[src/rtl/spi_fe_pkg.sv]
package spi_fe_pkg;

  typedef struct packed {
    logic cs_n;
    logic sck;
    logic si;
    logic hold_n;
  } spi_pins_t;

  localparam spi_pins_t PINS_IDLE = '{cs_n: 1'b1, sck: 1'b0, si: 1'b0, hold_n: 1'b1};

endpackage

[src/rtl/spi_fe_sync.sv]
module spi_fe_sync
  import spi_fe_pkg::*;
#(
  parameter int STAGES = 2
) (
  input  logic      clk,
  input  logic      rst_n,
  input  spi_pins_t pins_in,
  output spi_pins_t pins_sync
);

  spi_pins_t stage_q [STAGES];

  genvar g;
  generate
    for (g = 0; g < STAGES; g++) begin : g_stage
      if (g == 0) begin : g_first
        always_ff @(posedge clk or negedge rst_n) begin
          if (!rst_n) stage_q[g] <= PINS_IDLE;
          else        stage_q[g] <= pins_in;
        end
      end else begin : g_next
        always_ff @(posedge clk or negedge rst_n) begin
          if (!rst_n) stage_q[g] <= PINS_IDLE;
          else        stage_q[g] <= stage_q[g-1];
        end
      end
    end
  endgenerate

  assign pins_sync = stage_q[STAGES-1];

endmodule

[src/rtl/spi_fe_hold.sv]
module spi_fe_hold (
  input  logic clk,
  input  logic rst_n,
  input  logic cs_n_s,
  input  logic sck_s,
  input  logic hold_n_s,
  output logic held
);

  logic held_q;

  // Pause state only moves while the serial clock is low; deselect clears it.
  always_ff @(posedge clk or negedge rst_n) begin
    if (!rst_n)      held_q <= 1'b0;
    else if (cs_n_s) held_q <= 1'b0;
    else if (!sck_s) held_q <= !hold_n_s;
  end

  assign held = held_q;

endmodule

[src/rtl/spi_fe_rx.sv]
module spi_fe_rx #(
  parameter int BYTE_W = 8,
  parameter int CNT_W  = $clog2(BYTE_W)
) (
  input  logic              clk,
  input  logic              rst_n,
  input  logic              frame_start,
  input  logic              sample_en,
  input  logic              si_bit,
  output logic              rx_valid,
  output logic [BYTE_W-1:0] rx_data,
  output logic              at_boundary
);

  localparam logic [CNT_W-1:0] LAST_BIT = CNT_W'(BYTE_W - 1);

  logic [CNT_W-1:0]  bit_cnt_q;
  logic [BYTE_W-2:0] partial_q;

  always_ff @(posedge clk or negedge rst_n) begin
    if (!rst_n) begin
      bit_cnt_q <= '0;
      partial_q <= '0;
      rx_valid  <= 1'b0;
      rx_data   <= '0;
    end else begin
      rx_valid <= 1'b0;
      if (frame_start) begin
        bit_cnt_q <= '0;
        partial_q <= '0;
      end else if (sample_en) begin
        partial_q <= {partial_q[BYTE_W-3:0], si_bit};
        if (bit_cnt_q == LAST_BIT) begin
          rx_valid  <= 1'b1;
          rx_data   <= {partial_q, si_bit};
          bit_cnt_q <= '0;
        end else begin
          bit_cnt_q <= bit_cnt_q + 1'b1;
        end
      end
    end
  end

  assign at_boundary = (bit_cnt_q == '0);

endmodule

[src/rtl/spi_fe_tx.sv]
module spi_fe_tx #(
  parameter int              BYTE_W    = 8,
  parameter logic [BYTE_W-1:0] FILL_BYTE = '1
) (
  input  logic              clk,
  input  logic              rst_n,
  input  logic              frame_start,
  input  logic              rise_en,
  input  logic              fall_en,
  input  logic              at_boundary,
  input  logic              tx_valid,
  input  logic [BYTE_W-1:0] tx_data,
  output logic              tx_ready,
  output logic              so_bit
);

  logic [BYTE_W-1:0] shift_q;
  logic              armed_q;
  logic [BYTE_W-1:0] next_byte;

  assign next_byte = tx_valid ? tx_data : FILL_BYTE;
  assign tx_ready  = frame_start | (fall_en & armed_q & at_boundary);

  always_ff @(posedge clk or negedge rst_n) begin
    if (!rst_n) begin
      shift_q <= '0;
      armed_q <= 1'b0;
    end else if (frame_start) begin
      shift_q <= next_byte;
      armed_q <= 1'b0;
    end else if (fall_en && armed_q) begin
      shift_q <= at_boundary ? next_byte : {shift_q[BYTE_W-2:0], 1'b0};
      armed_q <= 1'b0;
    end else if (rise_en) begin
      armed_q <= 1'b1;
    end
  end

  assign so_bit = shift_q[BYTE_W-1];

endmodule

[src/rtl/spi_mem_frontend.sv]
module spi_mem_frontend
  import spi_fe_pkg::*;
#(
  parameter int                BYTE_W      = 8,
  parameter int                SYNC_STAGES = 2,
  parameter logic [BYTE_W-1:0] FILL_BYTE   = '1
) (
  input  logic              clk,
  input  logic              rst_n,
  input  logic              sck,
  input  logic              cs_n,
  input  logic              si,
  input  logic              hold_n,
  output logic              so,
  output logic              so_oe,
  output logic              rx_valid,
  output logic [BYTE_W-1:0] rx_data,
  input  logic              tx_valid,
  input  logic [BYTE_W-1:0] tx_data,
  output logic              tx_ready,
  output logic              cs_done
);

  localparam int CNT_W = $clog2(BYTE_W);

  spi_pins_t pins_raw, pins_s;
  logic      cs_n_s, sck_s, si_s, hold_n_s;
  logic      cs_n_p, sck_p;
  logic      held, at_boundary;
  logic      frame_start, frame_end, sck_rise, sck_fall, active;
  logic      sample_en, fall_en, cs_done_q;

  assign pins_raw = '{cs_n: cs_n, sck: sck, si: si, hold_n: hold_n};

  spi_fe_sync #(.STAGES(SYNC_STAGES)) u_sync (
    .clk(clk), .rst_n(rst_n), .pins_in(pins_raw), .pins_sync(pins_s)
  );

  assign cs_n_s   = pins_s.cs_n;
  assign sck_s    = pins_s.sck;
  assign si_s     = pins_s.si;
  assign hold_n_s = pins_s.hold_n;

  always_ff @(posedge clk or negedge rst_n) begin
    if (!rst_n) begin
      cs_n_p    <= 1'b1;
      sck_p     <= 1'b0;
      cs_done_q <= 1'b0;
    end else begin
      cs_n_p    <= cs_n_s;
      sck_p     <= sck_s;
      cs_done_q <= frame_end;
    end
  end

  assign frame_start = cs_n_p & ~cs_n_s;
  assign frame_end   = ~cs_n_p & cs_n_s;
  assign sck_rise    = ~sck_p & sck_s;
  assign sck_fall    = sck_p & ~sck_s;
  assign active      = ~cs_n_s & ~held & ~frame_start;
  assign sample_en   = active & sck_rise;
  assign fall_en     = active & sck_fall;

  spi_fe_hold u_hold (
    .clk(clk), .rst_n(rst_n), .cs_n_s(cs_n_s), .sck_s(sck_s),
    .hold_n_s(hold_n_s), .held(held)
  );

  spi_fe_rx #(.BYTE_W(BYTE_W), .CNT_W(CNT_W)) u_rx (
    .clk(clk), .rst_n(rst_n), .frame_start(frame_start), .sample_en(sample_en),
    .si_bit(si_s), .rx_valid(rx_valid), .rx_data(rx_data), .at_boundary(at_boundary)
  );

  spi_fe_tx #(.BYTE_W(BYTE_W), .FILL_BYTE(FILL_BYTE)) u_tx (
    .clk(clk), .rst_n(rst_n), .frame_start(frame_start), .rise_en(sample_en),
    .fall_en(fall_en), .at_boundary(at_boundary), .tx_valid(tx_valid),
    .tx_data(tx_data), .tx_ready(tx_ready), .so_bit(so)
  );

  assign so_oe   = ~cs_n_s & ~held;
  assign cs_done = cs_done_q;

endmodule

[config.mk]
export PLATFORM = sky130hd
export DESIGN_NAME = spi_mem_frontend
export DESIGN_NICKNAME = d
export VERILOG_FILES = /design/src/rtl/spi_fe_pkg.sv /design/src/rtl/spi_fe_sync.sv /design/src/rtl/spi_fe_hold.sv /design/src/rtl/spi_fe_rx.sv /design/src/rtl/spi_fe_tx.sv /design/src/rtl/spi_mem_frontend.sv
export SDC_FILE = /design/constraint.sdc
export NUM_CORES = 1
export LEC_CHECK = 0
export BUFFER_PORTS_ARGS = -buffer_cell sky130_fd_sc_hd__buf_4
export CORE_ASPECT_RATIO = 1.1
export CORE_MARGIN = 4
export CORE_UTILIZATION = 49
export CTS_BUF_LIST = sky130_fd_sc_hd__clkbuf_16
export CTS_CLUSTER_DIAMETER = 150
export CTS_CLUSTER_SIZE = 16
export DETAILED_ROUTE_END_ITERATION = 8
export PLACE_DENSITY = 0.74
export RECOVER_POWER = 50
export SLEW_MARGIN = 0
export SYNTH_ARGS = -nofsm -noshare
export SYNTH_HDL_FRONTEND = slang
export SYNTH_SLANG_ARGS = --single-unit
[constraint.sdc]
create_clock -name clk -period 1.39 [get_ports clk]
set_input_delay 0.0695 -clock clk [delete_from_list [all_inputs] [get_ports clk]]
set_output_delay 0.0695 -clock clk [all_outputs]
set_load 0.02 [all_outputs]
==> results of run 1 <==
## repair_timing
action                     in CTS  in global routing
pin swaps                       2                  9
gates resized for setup         6                 35
cloned                          0                  3
hold endpoints to repair       39                  0
hold buffers                    5                  0
setup endpoints to repair      24                 24
buffers inserted                5                  9
## cells in the mapped netlist
cell type	count
o21ai_0	6
nand2b_2	1
nor3b_1	7
o21bai_2	1
dfstp_2	5
o21ai_2	1
mux2i_1	6
dfrtp_1	35
and4bb_2	1
buf_6	2
o31ai_1	7
ha_1	3
nor2b_1	3
and4bb_1	1
a21oi_1	1
nor2_1	16
inv_1	5
o21a_1	1
mux2_4	8
nand2_8	1
nand2_1	16
buf_4	2
nor2_2	1
## worst paths after layout
path	start	to	slack, ns	cells after the start
worst max-delay path	u_sync.pins_sync[3]	u_tx.shift_q[3]	-0.18	6
worst min-delay path	tx_data[0]	u_tx.shift_q[0]	0.09	3
worst max register to register	u_sync.pins_sync[3]	u_tx.shift_q[3]	-0.18	6
worst min register to register	u_sync.stage_q[5]	u_sync.pins_sync[1]	0.35	0
max in group asynchronous	rst_n	u_tx.shift_q[6]	0.33	2
min in group asynchronous	rst_n	u_rx.rx_data[5]	0.47	2
## through the flow
step | power, mW | util (%) | cells | area [µm²] | setup slack [ns]
finish | 2.717 | 78.31 | 225 | 2449 | -0.1760
global route | 2.838 | 78.31 | 225 | 2449 | -0.2284
CTS | 2.649 | 70.51 | 216 | 2205 | -0.2111
detailed placement | 1.535 | 62.54 | 198 | 1956 | -0.1341
global placement | 1.523 | 62.54 | 198 | 1956 | -0.08329
floorplan | 1.412 | - | 130 | 1653 | -0.09918
## cells in the final DEF (no fill, tap or decap), types with 2 or more instances in the layout
cell type / n
o21ai_0: 3
nor2_1: 15
o31ai_2: 3
buf_8: 3
mux2i_1: 6
nand2_2: 2
clkbuf_16: 7
inv_1: 6
ha_4: 2
buf_6: 6
nor2b_1: 2
o31ai_1: 3
dlygate4sd3_1: 5
dfstp_2: 5
buf_4: 33
nor3b_1: 4
clkbuf_4: 4
nor3b_4: 2
nand2_1: 14
mux2_4: 8
dfrtp_1: 35
o21ai_1: 3
## per-layer routing
layer  wire length [µm]  share of wire, %  vias up
met3                198               5.4        9
met1               1392                38      570
met5                  0                 0        -
met4                 97               2.7        0
met2               1968                54       35
li1                   -                 -      556
## sequential cells by signal, summed over array words and instances (netlist names), 3 cells and up
name / flops
u_rx.rx_data: 8
u_tx.shift_q: 8
u_rx.partial_q: 7
u_sync.pins_sync: 4
u_sync.stage_q: 4
u_rx.bit_cnt_q: 3
## worst register-to-register path, stage by stage, from the launching register on
cell	delay [ns]
dfstp_2	0.56
buf_6	0.11
nand2b_4	0.13
o21ai_4	0.09
buf_8	0.15
nor3b_4	0.15
o31ai_2	0.27
## power groups by stage
stage,clock network (mW),logic [mW],registers [mW]
after global placement,0,0.235,1.29
after global routing,1.16,0.392,1.28
after CTS,1.10,0.280,1.27
final,1.08,0.362,1.28
after floorplan,0,0.120,1.29
after detailed placement,0,0.244,1.29
## logic make-up after synthesis
kind of cell | share of synthesized area [%]
simple gates | 15.26
buf+inv | 3.417
compound gates | 6.986
flops | 61.12
mux | 10.93
fa+ha+maj | 2.278
## final cells by class
| class | instances | share of cell area (%) |
|---|---|---|
| multi-input combinational | 82 | 29.53 |
| tap | 34 | 1.737 |
| timing repair buffer | 56 | 21.21 |
| sequential | 40 | 41.13 |
| inverter | 5 | 0.7665 |
| clock inverter | 3 | 0.5110 |
| clock buffer | 5 | 5.110 |
==> out/metrics.csv, run 1 <==
metric;value;unit
Max Fclk;638.6;MHz
setup_tns;-0.9015;ns
Vias/cell;5.200;
Critical Path Source Type;flip-flop;
WL final;3.656;mm
Syn Area/Cell;12.68;µm²
Switching Fraction;23.66;%
WHS;0.08679;ns
Buffers on Ports;27;
largest cells by area after synthesis;dfrtp_1 53%, dfstp_2 8.0%, mux2_4 7.3%;
Hold Path Class;in -> reg;
synthesized instance count;130;
Max Root-Sink Buffers;2;
layout cells sized above 1;48.17;%
normalized max-slew margin;37.72;%
Sink Count;40;
Clk pwr share;39.7;%
Logic pwr share;13.3;%
Post-Syn Area;1648;µm²
failing checks;setup timing;
largest net degree at the start of global routing;41;
global-route wire length before repair;5.244;mm
internal power;2.074;mW
total net switching power;0.6430;mW
register area share after synthesis;61.12;%
CP max FO;8;
Top Family by Delay on Critical Path;flip-flops;
global routing's busiest layer;met2;
total CTS buffers;5;
multi-input logic area;723.2;µm²
diode count;0;
RSZ-0062 raised after global routing;yes;
Antenna Nets Post-Route;0;
met1 Use GR;18.30;%
flops & latches, synth;40;
All-Layer GR Usage;16.38;%
Max IR drop VDD;0.0009363;V
H-tree Lvls;2;
Critical Path Max Stage Delay;0.56;ns
Period minus WS final;1.566;ns
Cell Chain, Critical Path;buf_6 -> nand2b_4 -> o21ai_4 -> buf_8 -> nor3b_4 -> o31ai_2;
I/O Pins;28;
met3 GRT Util;5.673;%
DRC;0;
Buf+Inv Stages, Crit Path;2;
MaxCap Viol Count;0;
Die Wd;63.29;µm
worst path required time;1.56;ns
gpl congestion;0.7199;
library cells used by synthesis;23;
Setup CP Type;reg -> reg;
grt met2 use;28.46;%
Syn Nets;148;
post-DP HPWL;1.937;mm
share of the synthesized area in the top cell type;53.15;%
Leak;1.202;nW
Total Die Area;4356;µm²
Tightest Pin Transition;0.9342;ns
core area;3127;µm²
Seq pwr share;47.0;%
crit end category;flip-flop;
vias in the first global route;1163;
WP data arrival;1.74;ns
vias;1170;
TritonCTS clock tree;built;
DR WL/cell;16.25;µm
# fillers;200;
Reg clk slew, reported paths;0.05;ns
final worst clock skew;0.006817;ns
Final Setup Violations;22;
slowest CP cell;dfstp_2;
Nets;208;
Power Dens Cells;1110;nW/µm²
max-slew violations;0;
Synth Warn #;0;
part of the cycle the worst path needs;112.7;%
initial core utilization;52.70;%
starting DRC count in detailed routing;44;
top cell type by total area after synthesis;dfrtp_1;
Root Buffer;clkbuf_16;
die height;68.82;µm
GRT overflow;0;
initial antenna violation count;0;
outcome;finished with violations;
Final WS setup;-0.1760;ns
DRT Pass-1 Iters;4;
storage element area;1007;µm²
Layout area overhead;48.60;%
FP Rows;21;
Hold Fails Final Rpt;0;
Clk Latency, worst-skew pair;0.28;ns
No activity file was read; power rests on OpenSTA's default activity.
==> inputs of run 2 (changes only) <==
- BUFFER_PORTS_ARGS: -buffer_cell sky130_fd_sc_hd__buf_4 -> not set
- CAP_MARGIN: not set -> 5
- CORE_UTILIZATION: 49 -> 54
- DONT_BUFFER_PORTS: not set -> 1
- PLACE_DENSITY: 0.74 -> 0.72
==> run 2 against run 1 <==
Compared with the run above: the run still ends with setup timing left; clock-buffer cell count unchanged; setup slack improved by 0.077 ns; critical endpoint is now u_rx.rx_data[4]; critical path depth down 1.
==> out/metrics.csv, run 2 (synthesis results as in run 1) <==
metric;value;unit;change
final worst clock skew;0.006133;ns;-0.0006845 ns
diode count;0;;unchanged
H-tree Lvls;2;;unchanged
global-route wire length before repair;5.016;mm;-4.3%
WP data arrival;1.65;ns;-0.09 ns
Antenna Nets Post-Route;0;;unchanged
Buffers on Ports;0;;-100%
DRC;0;;unchanged
gpl congestion;0.7013;;-2.6%
Vias/cell;5.382;;+3.5%
Clk Latency, worst-skew pair;0.28;ns;about the same
die height;65.94;µm;-4.2%
FP Rows;20;;-4.8%
Hold Path Class;in -> reg;;
Total Die Area;4000;µm²;-8.2%
Setup CP Type;reg -> reg;;
initial core utilization;57.76;%;+5.1 points
I/O Pins;28;;unchanged
failing checks;setup timing;;
Util after Layout;73.03;%;-5.3 points
core area;2853;µm²;-8.8%
vias in the first global route;1081;;-7.1%
RSZ-0062 raised after global routing;yes;;
Max IR drop VDD;0.001060;V;+13%
leading cell type in the layout, fill and taps excluded;dfrtp_1;;
Period minus WS final;1.489;ns;-0.07654 ns
Root Buffer;clkbuf_16;;
TritonCTS clock tree;built;;
max-slew violations;0;;unchanged
WL final;2.799;mm;-23%
Critical Path Source Type;flip-flop;;
normalized max-slew margin;36.99;%;-0.74 points
DRT Pass-1 Iters;4;;unchanged
vias;1028;;-12%
DR WL/cell;14.65;µm;-9.8%
crit end category;flip-flop;;
total CTS buffers;5;;unchanged
MaxCap Viol Count;0;;unchanged
outcome;finished with violations;;
Nets;175;;-16%
Sink Count;40;;unchanged
Die Wd;60.67;µm;-4.1%
post-DP HPWL;1.697;mm;-12%
Max Root-Sink Buffers;2;;unchanged
CP max FO;9;;+1
Power Dens Cells;1227;nW/µm²;+11%
Max Fclk;671.4;MHz;+5.1%
Tightest Pin Transition;0.9452;ns;+0.01103 ns
GRT overflow;0;;unchanged
All-Layer GR Usage;17.39;%;+1.0 points
WHS;0.02238;ns;-0.06441 ns
total power;2.555;mW;-6.0%
largest registers;u_rx.rx_data: 8 flops, u_tx.shift_q: 8 flops, u_rx.partial_q: 7 flops;;
part of the cycle the worst path needs;107.2;%;-5.5 points
most frequent cells in the layout;35 x dfrtp_1, 16 x nor2_1, 16 x nand2_1, 12 x buf_4, 8 x mux2_4;;
layout cells sized above 1;33.54;%;-15 points
Final WS setup;-0.09950;ns;+0.07654 ns
starting DRC count in detailed routing;13;;-70%
Reg clk slew, reported paths;0.05;ns;about the same
largest net degree at the start of global routing;41;;unchanged
Leak;1.005;nW;-16%
Hold Fails Final Rpt;0;;unchanged
Final Setup Violations;16;;-27%
Layout area overhead;26.42;%;
initial antenna violation count;0;;unchanged
worst path required time;1.55;ns;about the same
[run 2: layout make-up]
cell class,instances,area [µm²]
fill,197,769.5
tap,33,41.29
clock buffer,5,125.1
timing repair buffer,24,224.0
clock inverter,3,11.26
sequential,40,1007
multi-input combinational,81,655.6
inverter,5,18.77
[run 2: per-stage QoR]
step / cell area, µm² / cells / TNS (ns) / setup WS (ns)
floorplan: 1653 / 130 / -0.8529 / -0.09918
global placement: 1744 / 169 / -0.9055 / -0.05638
detailed placement: 1744 / 169 / -1.609 / -0.1122
CTS: 2069 / 190 / -1.336 / -0.1283
global route: 2083 / 191 / -2.433 / -0.1625
finish: 2083 / 191 / -1.010 / -0.09950
[run 2: final timing paths]
kind                                startpoint                  end  slack (ns)  cells after the start
min in group asynchronous                rst_n    u_rx.partial_q[6]        0.51                      2
max in group asynchronous                rst_n      u_tx.shift_q[1]        0.30                      2
max                        u_sync.pins_sync[3]      u_rx.rx_data[4]        -0.1                      5
min                                 tx_data[6]      u_tx.shift_q[6]        0.02                      2
min reg2reg                  u_sync.stage_q[5]  u_sync.pins_sync[1]        0.35                      0
max reg2reg                u_sync.pins_sync[3]      u_rx.rx_data[4]        -0.1                      5
[run 2: worst max-delay path: stages (launching register included)]
cell,delay [ns]
dfstp_2,0.56
buf_12,0.11
nor2_4,0.03
and4bb_4,0.24
nand2_8,0.13
mux2_4,0.31
[run 2: per-layer routing]
layer / vias up / track usage (%) / routed length, µm
met5: - / 0 / 0
met4: 0 / 8.943 / 80
met3: 7 / 4.688 / 121
met2: 23 / 28.74 / 1502
met1: 507 / 20.20 / 1094
li1: 491 / - / -
[run 2: what timing repair did]
action | in CTS | in global routing
gates resized for setup | 12 | 9
hold endpoints to repair | 45 | 0
pin swaps | 4 | 2
buffers inserted | 6 | 2
hold buffers | 7 | 0
endpoints found under the setup margin | 24 | 27
[run 2: where the power goes]
part / switching [mW] / total (mW) / internal, mW
clock: 0.387 / 1.03 / 0.643
combinational: 0.117 / 0.240 / 0.123
sequential: 0.0488 / 1.28 / 1.24
total: 0.553 / 2.56 / 2.00
